[config.mk]
export PLATFORM = sky130hd
export DESIGN_NAME = sfr_fast_read
export DESIGN_NICKNAME = d
export VERILOG_FILES = /design/src/rtl/sfr_pkg.sv /design/src/rtl/sfr_rst_sync.sv /design/src/rtl/sfr_sync.sv /design/src/rtl/sfr_tx.sv /design/src/rtl/sfr_fast_read.sv
export SDC_FILE = /design/constraint.sdc
export NUM_CORES = 1
export LEC_CHECK = 0
export BUFFER_PORTS_ARGS = -buffer_cell sky130_fd_sc_hd__buf_2
export CAP_MARGIN = 20
export CELL_PAD_IN_SITES_DETAIL_PLACEMENT = 1
export CELL_PAD_IN_SITES_GLOBAL_PLACEMENT = 1
export CORE_AREA = 4 4 136 73
export DETAILED_ROUTE_END_ITERATION = 10
export DIE_AREA = 0 0 140 77
export PLACE_DENSITY_LB_ADDON = 0.1
export SLEW_MARGIN = 20
export SYNTH_ARGS = -nofsm -noshare
export SYNTH_HDL_FRONTEND = slang
export SYNTH_SLANG_ARGS = --single-unit
export TNS_END_PERCENT = 20
[constraint.sdc]
create_clock -name clk -period 2.85 [get_ports clk]
set_input_delay 0.57 -clock clk [delete_from_list [all_inputs] [get_ports clk]]
set_output_delay 0.57 -clock clk [all_outputs]
set_load 0.01 [all_outputs]
[src/rtl/sfr_pkg.sv]
package sfr_pkg;
  typedef enum logic [2:0] {
    ST_IDLE,
    ST_CMD,
    ST_ADDR,
    ST_DUMMY,
    ST_DATA,
    ST_DROP
  } sfr_state_e;

  localparam logic [7:0] FAST_READ_OPCODE = 8'h0B;
  localparam int         DUMMY_BITS       = 8;
endpackage

[src/rtl/sfr_rst_sync.sv]
module sfr_rst_sync (
  input  logic clk,
  input  logic arst_n,
  output logic rst_n_o
);
  logic [1:0] stg_q;

  always_ff @(posedge clk or negedge arst_n) begin
    if (!arst_n) begin
      stg_q <= 2'b00;
    end else begin
      stg_q <= {stg_q[0], 1'b1};
    end
  end

  assign rst_n_o = stg_q[1];
endmodule

[src/rtl/sfr_sync.sv]
module sfr_sync #(
  parameter int          W       = 1,
  parameter int          STAGES  = 2,
  parameter logic [W-1:0] RST_VAL = '0
) (
  input  logic         clk,
  input  logic         rst_n,
  input  logic [W-1:0] d,
  output logic [W-1:0] q
);
  logic [W-1:0] stg_q [STAGES];

  always_ff @(posedge clk or negedge rst_n) begin
    if (!rst_n) begin
      stg_q[0] <= RST_VAL;
    end else begin
      stg_q[0] <= d;
    end
  end

  generate
    for (genvar g = 1; g < STAGES; g++) begin : g_stage
      always_ff @(posedge clk or negedge rst_n) begin
        if (!rst_n) begin
          stg_q[g] <= RST_VAL;
        end else begin
          stg_q[g] <= stg_q[g-1];
        end
      end
    end
  endgenerate

  assign q = stg_q[STAGES-1];
endmodule

[src/rtl/sfr_tx.sv]
module sfr_tx (
  input  logic       clk,
  input  logic       rst_n,
  input  logic       clear,
  input  logic       load,
  input  logic [7:0] load_data,
  input  logic       shift,
  output logic       miso,
  output logic       oe,
  output logic       byte_done
);
  logic [7:0] sr_q, sr_d;
  logic [2:0] idx_q, idx_d;
  logic       miso_q, miso_d;
  logic       oe_q, oe_d;

  always_comb begin
    sr_d   = sr_q;
    idx_d  = idx_q;
    miso_d = miso_q;
    oe_d   = oe_q;
    if (clear) begin
      idx_d = 3'd0;
      oe_d  = 1'b0;
    end else if (shift) begin
      miso_d = sr_q[7];
      sr_d   = {sr_q[6:0], 1'b0};
      idx_d  = idx_q + 3'd1;
      oe_d   = 1'b1;
    end
    if (load) begin
      sr_d = load_data;
    end
  end

  always_ff @(posedge clk or negedge rst_n) begin
    if (!rst_n) begin
      sr_q   <= 8'h00;
      idx_q  <= 3'd0;
      miso_q <= 1'b0;
      oe_q   <= 1'b0;
    end else begin
      sr_q   <= sr_d;
      idx_q  <= idx_d;
      miso_q <= miso_d;
      oe_q   <= oe_d;
    end
  end

  assign miso      = miso_q;
  assign oe        = oe_q;
  assign byte_done = (idx_q == 3'd7);
endmodule

[src/rtl/sfr_fast_read.sv]
module sfr_fast_read #(
  parameter int ADDR_W      = 24,
  parameter int SYNC_STAGES = 2
) (
  input  logic              clk,
  input  logic              rst_n,
  input  logic              spi_sclk,
  input  logic              spi_cs_n,
  input  logic              spi_mosi,
  output logic              spi_miso,
  output logic              spi_miso_oe,
  input  logic              wr_busy,
  output logic              mem_rd_en,
  output logic [ADDR_W-1:0] mem_addr,
  input  logic [7:0]        mem_rdata
);
  import sfr_pkg::*;

  localparam int CNT_MAX = (ADDR_W > DUMMY_BITS) ? ADDR_W : DUMMY_BITS;
  localparam int CNT_W   = $clog2(CNT_MAX);

  logic core_rst_n;
  logic sclk_s, cs_n_s, mosi_s;
  logic sclk_q;
  logic rise, fall, cs_act;

  sfr_state_e         state_q, state_d;
  logic [CNT_W-1:0]   cnt_q, cnt_d;
  logic [ADDR_W-1:0]  sh_q, sh_d;
  logic [ADDR_W-1:0]  addr_q, addr_d;
  logic               rd_q, rd_d;
  logic               ld_q;
  logic               tx_clear, tx_shift, tx_done;
  logic [7:0]         cmd_byte;

  sfr_rst_sync u_rst (
    .clk    (clk),
    .arst_n (rst_n),
    .rst_n_o(core_rst_n)
  );

  sfr_sync #(.W(3), .STAGES(SYNC_STAGES), .RST_VAL(3'b010)) u_sync (
    .clk  (clk),
    .rst_n(core_rst_n),
    .d    ({spi_sclk, spi_cs_n, spi_mosi}),
    .q    ({sclk_s, cs_n_s, mosi_s})
  );

  // Edge finder on the synchronised serial clock.
  always_ff @(posedge clk or negedge core_rst_n) begin
    if (!core_rst_n) begin
      sclk_q <= 1'b0;
    end else begin
      sclk_q <= sclk_s;
    end
  end

  assign rise     = sclk_s & ~sclk_q;
  assign fall     = ~sclk_s & sclk_q;
  assign cs_act   = ~cs_n_s;
  assign sh_d     = {sh_q[ADDR_W-2:0], mosi_s};
  assign cmd_byte = sh_d[7:0];

  always_comb begin
    state_d = state_q;
    cnt_d   = cnt_q;
    addr_d  = addr_q;
    rd_d    = 1'b0;
    if (!cs_act) begin
      state_d = ST_IDLE;
      cnt_d   = '0;
    end else begin
      unique case (state_q)
        ST_IDLE: begin
          state_d = ST_CMD;
          cnt_d   = '0;
        end
        ST_CMD: if (rise) begin
          cnt_d = cnt_q + 1'b1;
          if (cnt_q == CNT_W'(7)) begin
            cnt_d   = '0;
            state_d = (cmd_byte == FAST_READ_OPCODE && !wr_busy) ? ST_ADDR : ST_DROP;
          end
        end
        ST_ADDR: if (rise) begin
          cnt_d = cnt_q + 1'b1;
          if (cnt_q == CNT_W'(ADDR_W-1)) begin
            cnt_d   = '0;
            addr_d  = sh_d;
            state_d = ST_DUMMY;
          end
        end
        ST_DUMMY: if (rise) begin
          cnt_d = cnt_q + 1'b1;
          if (cnt_q == CNT_W'(DUMMY_BITS-1)) begin
            cnt_d   = '0;
            rd_d    = 1'b1;
            state_d = ST_DATA;
          end
        end
        ST_DATA: if (fall && tx_done) begin
          addr_d = addr_q + 1'b1;
          rd_d   = 1'b1;
        end
        ST_DROP: state_d = ST_DROP;
        default: state_d = ST_IDLE;
      endcase
    end
  end

  always_ff @(posedge clk or negedge core_rst_n) begin
    if (!core_rst_n) begin
      state_q <= ST_IDLE;
      cnt_q   <= '0;
      sh_q    <= '0;
      addr_q  <= '0;
      rd_q    <= 1'b0;
      ld_q    <= 1'b0;
    end else begin
      state_q <= state_d;
      cnt_q   <= cnt_d;
      if (rise) begin
        sh_q <= sh_d;
      end
      addr_q <= addr_d;
      rd_q   <= rd_d;
      ld_q   <= rd_q;
    end
  end

  assign tx_clear = !cs_act || (state_q != ST_DATA);
  assign tx_shift = fall && (state_q == ST_DATA);

  sfr_tx u_tx (
    .clk      (clk),
    .rst_n    (core_rst_n),
    .clear    (tx_clear),
    .load     (ld_q),
    .load_data(mem_rdata),
    .shift    (tx_shift),
    .miso     (spi_miso),
    .oe       (spi_miso_oe),
    .byte_done(tx_done)
  );

  assign mem_rd_en = rd_q;
  assign mem_addr  = addr_q;
endmodule

Word level (Yosys, flattened, before mapping)

Index checks and enable logic that the tools add are counted.

Bits in registers: 79
Input port bits: 14
Output and inout bits: 27
Word-level logic and storage cells: 92

Add/sub/neg operators: 3
Eq/ne operators: 22
Mux-type cells: 31
Bitwise logic cells: 6
Reduce and logical (&&, ||, !) cells: 16

Operators with widths:

| kind                  | number |
|---|---|
| $mux 24               | 3 |
| $pmux 24 s2           | 1 |
| $mux 3                | 10 |
| $mux 5                | 5 |
| $add 24x1->24 const B | 1 |
| $mux 8                | 3 |
| $ne 3x2->1 const B    | 6 |
| $pmux 3 s6            | 1 |
| $pmux 5 s3            | 1 |
| $eq 3x3->1 const B    | 3 |
| $eq 8x4->1 const B    | 1 |
| $ne 2x2->1 const B    | 4 |
| $reduce_and 7->1      | 1 |
| $eq 3x2->1 const B    | 2 |
| $mux 1                | 6 |
| $reduce_bool 2->1     | 3 |
| $add 5x1->5 const B   | 1 |
| $eq 5x3->1 const B    | 1 |
| $eq 5x5->1 const B    | 1 |
| $reduce_and 5->1      | 1 |
| $not 1->1             | 4 |
| $reduce_and 2->1      | 2 |
| $reduce_bool 4->1     | 1 |
| $add 3x1->3 const B   | 1 |
| other kinds (12)      | 15 |

Logic depth before layout (Yosys ltp)

Gate-level depths: netlist (run 1).

Word-level depth: 7
Mapped depth: 8
Depth with buffers taken out: 6

Hierarchy

From an unflattened synthesis (run 1), not the netlist that was laid out.

Cell total of the unflattened synthesis: 372
Area, all modules: 3940.0 um^2

Modules (own cells, without submodules):

| module        | instances | cells each | area each (um^2) | sequential area each (um^2) |
|---|---|---|---|---|
| sfr_fast_read | 1         | 307        | 3046.7           | 1451.4 |
| sfr_tx        | 1         | 53         | 664.4            | 325.3 |
| sfr_sync      | 1         | 9          | 175.2            | 152.6 |
| sfr_rst_sync  | 1         | 3          | 53.8             | 50.0 |

Worst setup path before layout (run 1)

Ideal clock, no wire load.

Path type: flip-flop to flip-flop
Start point: register cnt_q[0]
End point: register addr_q[19] (netlist: mem_addr[19])
Setup time: 131 ps
Arrival time: 1650 ps
Data required time: 2719 ps
Slack: 1069 ps
Stages on the path, launching flop included: 8
Buffers on the path: 1
Clock period less this slack: 1781 ps
Cells stage by stage: dfrtp_1 ha_1 and3b_4 nand4_4 a211o_1 buf_6 nor4_1 nor4_1

Word-level cells in the longest chain between the ends: 3

Ends and longest elaborated chain:

| element                    | line                 | source |
|---|---|---|
| from (decl)                | sfr_fast_read.sv:28  | `logic [CNT_W-1:0] cnt_q, cnt_d;` |
| from (signal assigned)     | sfr_fast_read.sv:121 | `cnt_q <= cnt_d;` |
| $eq 5x5->1                 | sfr_fast_read.sv:87  | `if (cnt_q == CNT_W'(ADDR_W-1)) begin` |
| $ne 2x2->1 (no line)       | -                    |  |
| $reduce_and 5->1 (no line) | -                    |  |
| to (signal assigned)       | sfr_fast_read.sv:125 | `addr_q <= addr_d;` |
| to (decl)                  | sfr_fast_read.sv:30  | `logic [ADDR_W-1:0] addr_q, addr_d;` |

No other way between the ends.
A chain may end at the register's enable or synchronous reset.

Worst setup path in the final report (run 1)

Ends and elaborated chain as after synthesis.

==> results of run 1 <==
-- registers in the layout, summed over array words and instances, names as in the netlist --
signal,flops
cnt_q,5
ld_q,1
mem_addr,24
mem_rd_en,1
sclk_q,1
sh_q,23
state_q,3
u_rst.stg_q,2
u_sync.q,3
u_sync.stg_q,3
u_tx.idx_q,3
u_tx.miso,1
u_tx.oe,1
u_tx.sr_q,8
-- metal layers --
layer | wire length (um) | up-vias | GRT usage (%)
met5 | 0 | - | 0
met2 | 4420 | 43 | 29.2
li1 | - | 1385 | -
met3 | 334 | 7 | 5.28
met4 | 70 | 0 | 5.22
met1 | 4200 | 1475 | 22.9
-- per-stage QoR --
stage               area [um2]  worst slack, ns  std cells
floorplan                 3890            0.490        363
global route              4410            0.453        520
finish                    4410            0.651        520
CTS                       4390            0.645        519
global placement          4110            0.741        502
detailed placement        4110            0.667        502
-- power groups by stage --
stage / logic (W) / registers, W / clock network [W]
after floorplan: 0.000196 / 0.00133 / 0
after global placement: 0.000204 / 0.00137 / 0
after detailed placement: 0.000216 / 0.00139 / 0
after CTS: 0.000220 / 0.00137 / 0.00109
after global routing: 0.000271 / 0.00137 / 0.00116
final: 0.000236 / 0.00135 / 0.00105
-- path summary, 6_finish.rpt --
kind	slack, ns	cells past startpoint	to
setup / recovery	0.65	6	mem_addr[19]
setup reg to reg	0.65	6	mem_addr[19]
min in group clk	0.34	1	u_sync.stg_q[4]
hold reg to reg	0.22	0	sh_q[3]
max in group asynchronous	2.05	1	sh_q[15]
hold / removal	0.22	0	sh_q[3]
-- layout make-up --
| cell class | instances | area, um2 |
|---|---|---|
| Tap cell | 117 | 146 |
| Clock buffer | 16 | 272 |
| Timing Repair Buffer | 46 | 268 |
| Fill cell | 965 | 4170 |
| Sequential cell | 79 | 1980 |
| Multi-Input combinational cell | 258 | 1730 |
| Inverter | 4 | 15.0 |
-- logic make-up (layout without fill, tap and decap cells) --
logic type | count (synthesis) | in the layout | synth area share [%]
AO/OA/AOI/OAI | 95 | 95 | 15.2
XOR/XNOR | 4 | 4 | 0.901
adder cells (fa/ha/maj) | 4 | 4 | 1.29
buffers and inverters | 26 | 66 | 4.57
flip-flops | 79 | 79 | 50.9
multiplexers | 36 | 36 | 10.0
other | 1 | 1 | 0.0965
AND/OR/NAND/NOR | 118 | 118 | 17.0
-- repair_timing --
item | 4_1_cts | 5_1_grt
setup buffers | 0 | 0
hold buffers | 1 | 0
endpoints found under the hold margin | 2 | 0
endpoints found under the setup margin | 0 | 0
-- layout by cell type (no fill, tap or decap), types with 4 or more instances in the layout --
cell type,synthesis,routed
nor3_1,6,6
o21ai_0,28,28
nand2_1,35,35
and3_1,6,6
mux2_2,24,24
clkbuf_16,0,9
ha_1,4,4
nand3_1,18,18
dfrtp_1,77,76
buf_4,3,4
inv_1,4,4
mux2i_1,12,12
o21ai_1,5,5
buf_2,7,40
a2bb2oi_1,6,6
nor2_1,23,23
a21oi_1,32,32
o22ai_1,7,7
clkbuf_1,3,5
==> qor.txt, run 1 <==
outcome = completed
Clock power frac = 39.9%
grt ovf = 0
setup_tns = 0 ns
GPL Wtd Cong = 0.804
final setup vio count = 0
vias in the first global route = 3041
most common cell in the netlist = dfrtp_1
power per cell area = 598 nW/um2
Tot GR Track Use = 17.8%
Starting Density = 45.3%
ys async rst share = 100%
critical-path maximum fanout = 19
chip height = 77 um
initial antenna violation count = 0
min Tclk post-route = 2.20 ns
RSZ-0062 raised after global routing = false
Final Cycle Share = 77.1%
Syn Inst Count = 363
Rel. slew slack = 45.8%
max-slew violations = 0
sequential area share after synthesis = 50.9%
startpoint class of the critical path = flop
first-pass GRT wire length = 15.4 mm
cell taking the most area after synthesis = dfrtp_1
first drt pass iteration count = 4
Via density = 5.60
DRT iter0 DRCs = 78
Hold Vio Cnt, Final = 0
hold slack = 0.219 ns
fin util = 51.4%
width of the chip = 140 um
routed vias = 2910
Post-synth EDFFs = 0
Final Skew = 0.00580 ns
H-tree depth = 3
post-synthesis average cell area = 10.7 um2
TritonCTS Sinks = 79
Port-buffer cells = 40
clock-pin slew on the worst setup and hold paths = 0.06 ns
Slew @ Worst Pin = 0.813 ns
Yosys warning total = 0
TritonCTS clock tree = built
Worst Path Required = 3.05 ns
Wirelength per Cell = 17.4 um
Root Driver = clkbuf_16
Post-DP HPWL = 6.22 mm
WS Path Type = flop to flop
WL final = 9.03 mm
cell row count = 24
Post-CTS Resized = 0
max incr delay on CP = 0.64 ns
share of cells above drive strength 1 = 25.3%
clock tree buffer depth = 2
Setup crit end kind = flop
Synth cell types = 57
CP dominant cell by count = nor4_1
most area-consuming cells after synthesis = dfrtp_1, mux2_2, a21oi_1
# nets final = 416
critical path, cell by cell = ha_1 -> and3b_4 -> nand4_4 -> a211o_1 -> nor4_1 -> nor4_1
CTS buffer count = 9
Psw = 0.000626 W
LEAKAGE = 2.00 nW
die area = 10800 um2
DRC Markers = 0
Final Power = 0.00264 W
crit path DAT = 2.40 ns
ANT nets after route = 0
Int Pwr = 0.00201 W
post-synthesis cell area = 3890 um2
fmax = 0.455 GHz
#FFs+latches synth = 79
slowest stage cell, crit path = a211o_1
beginning of the critical path = cnt_q[0]
synth cell count leaders = dfrtp_1, nand2_1, a21oi_1
Flop pwr share = 51.1%
largest net degree at the start of global routing = 78
HP Class = flop to asynchronous set/reset pin
Max VDD drop = 321 uV
Top Ports = 41
switching share of total power = 23.7%
core area = 8590 um2
worst path buffer plus inverter count = 0
combinational share of power = 8.9%
Post-synth top flop = dfrtp_1
CP delay by family, top = simple AND/OR/NAND/NOR gates
n_diodes = 0
syn nets = 381
P&R area growth vs syn = 13.5%
maxcap violations = 0
reg2reg start = cnt_q[0]
later-pin clock latency in the skew report = 0.33 ns
top-area cell type share of the netlist area = 49.6%
Note: power is estimated with default switching activity, not from simulation.
==> inputs of run 2 (changes only) <==
CORE_AREA = 4 4 142 76   (was 4 4 136 73)
DIE_AREA = 0 0 146 80   (was 0 0 140 77)
clock period = 1.9 ns   (was 2.85 ns; I/O delays follow)
==> run 2 against run 1 <==
  * The flow now finishes with violations (negative setup slack)
  * Clock skew about the same
  * Critical endpoint unchanged
  * Setup slack worse by 0.70 ns
  * Design area up 12%
  * Via count up 7.7%
  * First-iteration DRC count up 120%
  * Sequential power up 49%
  * Total power up 59%
==> qor.txt, run 2 (same netlist as run 1, synthesis figures left out) <==
CTS buffer count = 9
H-tree depth = 3
Placed Instance Area = 4370 um2
RSZ-0062 raised after global routing = true
largest net degree at the start of global routing = 32
routed vias = 3135
die area = 11700 um2
Psw = 0.000999 W
combinational share of power = 9.4%
Final Cycle Share = 103%
Post-DP HPWL = 7.15 mm
cell row count = 25
reg2reg end = mem_addr[19]
startpoint class of the critical path = flop
# nets final = 455
r2r setup slk = -0.05 ns
GPL Wtd Cong = 0.783
Final Skew = 0.00621 ns
CP delay by family, top = simple AND/OR/NAND/NOR gates
first drt pass iteration count = 4
most frequent cells in the layout = dfrtp_1, buf_2, buf_4
core area = 9350 um2
max incr delay on CP = 0.45 ns
crit path DAT = 2.17 ns
chip height = 80 um
Largest register FFs = 24
fmax = 0.513 GHz
Via density = 5.57
Port-buffer cells = 40
final setup vio count = 3
worst path buffer plus inverter count = 1
Hold Path Depth = 1
Place WS = -0.0329 ns
Top Ports = 41
min Tclk post-route = 1.95 ns
Starting Density = 41.6%
first-pass GRT wire length = 17.2 mm
max-slew violations = 0
switching share of total power = 23.8%
grt ovf = 0
violated checks = negative setup slack
P&R area growth vs syn = 27.2%
final instance area = 4940 um2
Int Pwr = 0.00320 W
Clock power frac = 42.6%
TritonCTS Sinks = 79
width of the chip = 146 um
critical path, cell by cell = nand4_1 -> nor4_4 -> buf_4 -> a311oi_1 -> nor4_2
DRT iter0 DRCs = 169
later-pin clock latency in the skew report = 0.34 ns
Wirelength per Cell = 19.1 um
final std cells w/o fill = 563
hold slack = 0.139 ns
Max VDD drop = 426 uV
slowest stage cell, crit path = dfrtp_1
WHS Endpoint = u_sync.stg_q[4]
Root Driver = clkbuf_16
power per cell area = 848 nW/um2
outcome = finished with violations
hold_sp = spi_cs_n
Hold Vio Cnt, Final = 0
maxcap violations = 0
Placed Cells = 537
DRC Markers = 0
clock-pin slew on the worst setup and hold paths = 0.06 ns
reg2reg start = mem_addr[4]
initial antenna violation count = 0
ANT nets after route = 0
vias in the first global route = 3461
Worst Path Required = 2.12 ns
cells on worst reg2reg path = 5
Flop pwr share = 48.0%
final critical-path setup slack = -0.0511 ns
WS Path Type = flop to flop
commonest non-fill, non-tap cell in the layout = dfrtp_1
critical-path maximum fanout = 7
TritonCTS clock tree = built
Setup crit end kind = flop
share of cells above drive strength 1 = 37.3%
HP Class = input port to flop
Tot GR Track Use = 18.4%
n_diodes = 0
LEAKAGE = 2.30 nW
WL final = 10.7 mm
clock tree buffer depth = 2
## run 2: changes by cell type in the layout (fill, tap and decap cells not counted), moves of 4 or more
cell / previous run / this run
buf_4: 4 / 38
a21oi_1: 32 / 27
clkbuf_1: 5 / 1
a2bb2oi_1: 6 / 2
a2bb2oi_2: 2 / 6
## run 2: worst max-delay path by stage
stage | startpoint | endpoint | slack [ns] | cells after the start
floorplan | cnt_q[0] | mem_addr[19] | 0.12 | 7
global placement | cnt_q[1] | mem_addr[22] | 0.05 | 7
detailed placement | cnt_q[1] | mem_addr[19] | -0.03 | 7
CTS | u_tx.idx_q[0] | mem_addr[19] | -0.02 | 6
global route | u_tx.idx_q[0] | mem_addr[19] | -0.11 | 6
finish | mem_addr[4] | mem_addr[19] | -0.05 | 5
## run 2: what timing repair did
action	CTS	global route
hold buffers	1	0
setup buffers	0	7
gates cloned	0	2
pin swaps	1	6
setup endpoints to repair	5	13
gates resized for setup	5	25
hold endpoints to repair	2	0
## run 2: per-stage QoR
stage | setup TNS [ns] | power [W] | util (%)
final | -0.0675 | 0.00419 | 52.9
after global routing | -1.26 | 0.00442 | 52.9
after CTS | -0.0467 | 0.00423 | 50.4
after detailed placement | -0.0676 | 0.00243 | 46.7
after global placement | 0 | 0.00240 | 46.7
after floorplan | 0 | 0.00228 | -
## run 2: routing by layer
layer	global-route usage (%)	part of all wire (%)	routed length, um	vias to the layer above
met5	0	0	0	-
met4	4.03	1.0	112	0
met3	4.99	3.5	380	12
met2	33.3	51	5480	52
met1	22.3	44	4760	1606
li1	-	-	-	1465
## run 2: power groups by stage
stage	sequential [W]	clock, W	combinational, W
2_1_floorplan	0.00199	0	0.000293
3_3_place_gp	0.00204	0	0.000362
3_5_place_dp	0.00204	0	0.000384
4_1_cts	0.00201	0.00182	0.000391
5_1_grt	0.00204	0.00193	0.000443
6_report	0.00201	0.00179	0.000393
## run 2: worst reg2reg max path: cells and delay by family (launching register included)
family	cells	cell delay [ns]
buffers and inverters	1	0.20
AO/OA/AOI/OAI	1	0.14
flip-flops	1	0.45
AND/OR/NAND/NOR	3	1.04
## run 2: layout make-up
type / count / area [um2]
well taps: 121 / 151
multi-input cells: 258 / 1870
clock inverters: 3 / 40.0
flip-flops and latches: 79 / 1980
inverters: 4 / 15.0
clock buffers: 13 / 270
repair buffers: 85 / 617
fillers: 1026 / 4410
==> inputs of run 3 (changes only) <==
SETUP_SLACK_MARGIN = 0.05   (was unset)
==> run 3 against run 2 <==
  * The run now ends clean
  * Die area is the same
  * Sequential power about the same
  * Clock power about the same
  * Setup slack improved by 0.071 ns
  * Non-clock buffer count increased by 2
==> qor.txt, run 3 (same netlist as run 1, synthesis figures left out) <==
CTS buffer count = 9
DRT iter0 DRCs = 145
clock tree buffer depth = 2
met3 global-route usage = 4.93%
Tot GR Track Use = 18.8%
GR peak layer = met2
width of the chip = 146 um
# nets final = 457
H-tree depth = 3
worst path buffer plus inverter count = 1
min Tclk post-route = 1.88 ns
Hold Path Depth = 1
Place WS = -0.0329 ns
most frequent cells in the layout = dfrtp_1, buf_2, buf_4
WL final = 10.6 mm
Final Power = 0.00419 W
DRC Markers = 0
LEAKAGE = 2.30 nW
final setup vio count = 0
GR met2 Demand/Resource = 34.0%
cells on worst reg2reg path = 7
outcome = completed
TritonCTS clock tree = built
slowest stage cell, crit path = a211o_4
commonest non-fill, non-tap cell in the layout = dfrtp_1
vias in the first global route = 3463
Worst Path Required = 2.16 ns
core area = 9350 um2
GPL Wtd Cong = 0.783
Setup crit end kind = flop
CP delay by family, top = compound AO/OA/AOI/OAI gates
cell row count = 25
power per cell area = 845 nW/um2
chip height = 80 um
maxcap violations = 0
WS Path Type = flop to flop
clock-pin slew on the worst setup and hold paths = 0.06 ns
Via density = 5.52
TritonCTS Sinks = 79
P&R area growth vs syn = 27.7%
Filler cells = 1026
routed vias = 3121
critical path, cell by cell = ha_2 -> ha_1 -> nand4b_1 -> a211o_4 -> buf_8 -> nor2_2 -> a2bb2oi_2
max incr delay on CP = 0.46 ns
Final Cycle Share = 98.9%
critical path depth = 7
Largest register FFs = 24
startpoint class of the critical path = flop
first drt pass iteration count = 4
Post-DP HPWL = 7.15 mm
final critical-path setup slack = 0.0203 ns
Port-buffer cells = 40
crit path DAT = 2.14 ns
grt met1 use = 22.8%
RSZ-0062 raised after global routing = true
n_diodes = 0
fmax = 0.532 GHz
Root Driver = clkbuf_16
later-pin clock latency in the skew report = 0.34 ns
critical-path maximum fanout = 7
largest net degree at the start of global routing = 32
share of cells above drive strength 1 = 37.6%
Hold Vio Cnt, Final = 0
Starting Density = 41.6%
Max VDD drop = 445 uV
die area = 11700 um2
grt ovf = 0
initial antenna violation count = 0
ANT nets after route = 0
Final Skew = 0.00530 ns
first-pass GRT wire length = 17.5 mm
HP Class = input port to flop
Top Ports = 41
Wirelength per Cell = 18.7 um
max-slew violations = 0
==> run 3: final timing paths <==
path	from	slack [ns]	to
max in group asynchronous	u_rst.stg_q[1]	1.09	u_sync.stg_q[4]
min in group asynchronous	u_rst.stg_q[1]	0.22	u_sync.stg_q[3]
min	spi_cs_n	0.14	u_sync.stg_q[4]
max	u_tx.idx_q[0]	0.02	mem_addr[16]
min reg2reg	u_rst.stg_q[1]	0.22	u_sync.stg_q[3]
max reg2reg	u_tx.idx_q[0]	0.02	mem_addr[16]
==> run 3: cell type report <==
type	instances	area, um2	area share [%]
inverters	4	15.0	0.302
clock inverters	3	40.0	0.807
flip-flops and latches	79	1980	40.0
clock buffers	13	270	5.44
repair buffers	87	651	13.1
well taps	121	151	3.05
multi-input cells	258	1850	37.3
==> run 3: report_power, final <==
part	switching, W	internal (W)	leakage [nW]
logic	0.000173	0.000223	1.15
clock network	0.000663	0.00112	0.156
registers	0.000162	0.00185	1.00
==> run 3: metal layers <==
layer  up-vias  share of wire (%)
met5         -                  0
met4         0                1.1
met3        16                3.5
met2        42                 50
met1      1599                 45
li1       1464                  -
==> run 3: stage by stage <==
stage | hold WS, ns | std cells | area (um2) | util, % | TNS, ns
floorplan | 0.0844 | 363 | 3890 | - | 0
detailed placement | 0.168 | 537 | 4370 | 46.7 | -0.0676
global placement | 0.165 | 537 | 4370 | 46.7 | 0
finish | 0.139 | 565 | 4960 | 53.1 | 0
global route | 0.120 | 565 | 4960 | 53.1 | -1.61
CTS | 0.129 | 556 | 4770 | 51.0 | 0
==> run 3: repair_timing <==
action	in CTS	in global routing
cloned	1	2
pin swaps	3	8
setup endpoints to repair	9	19
buffers inserted	1	7
gates resized for setup	14	17
hold buffers	1	0
hold endpoints to repair	2	0
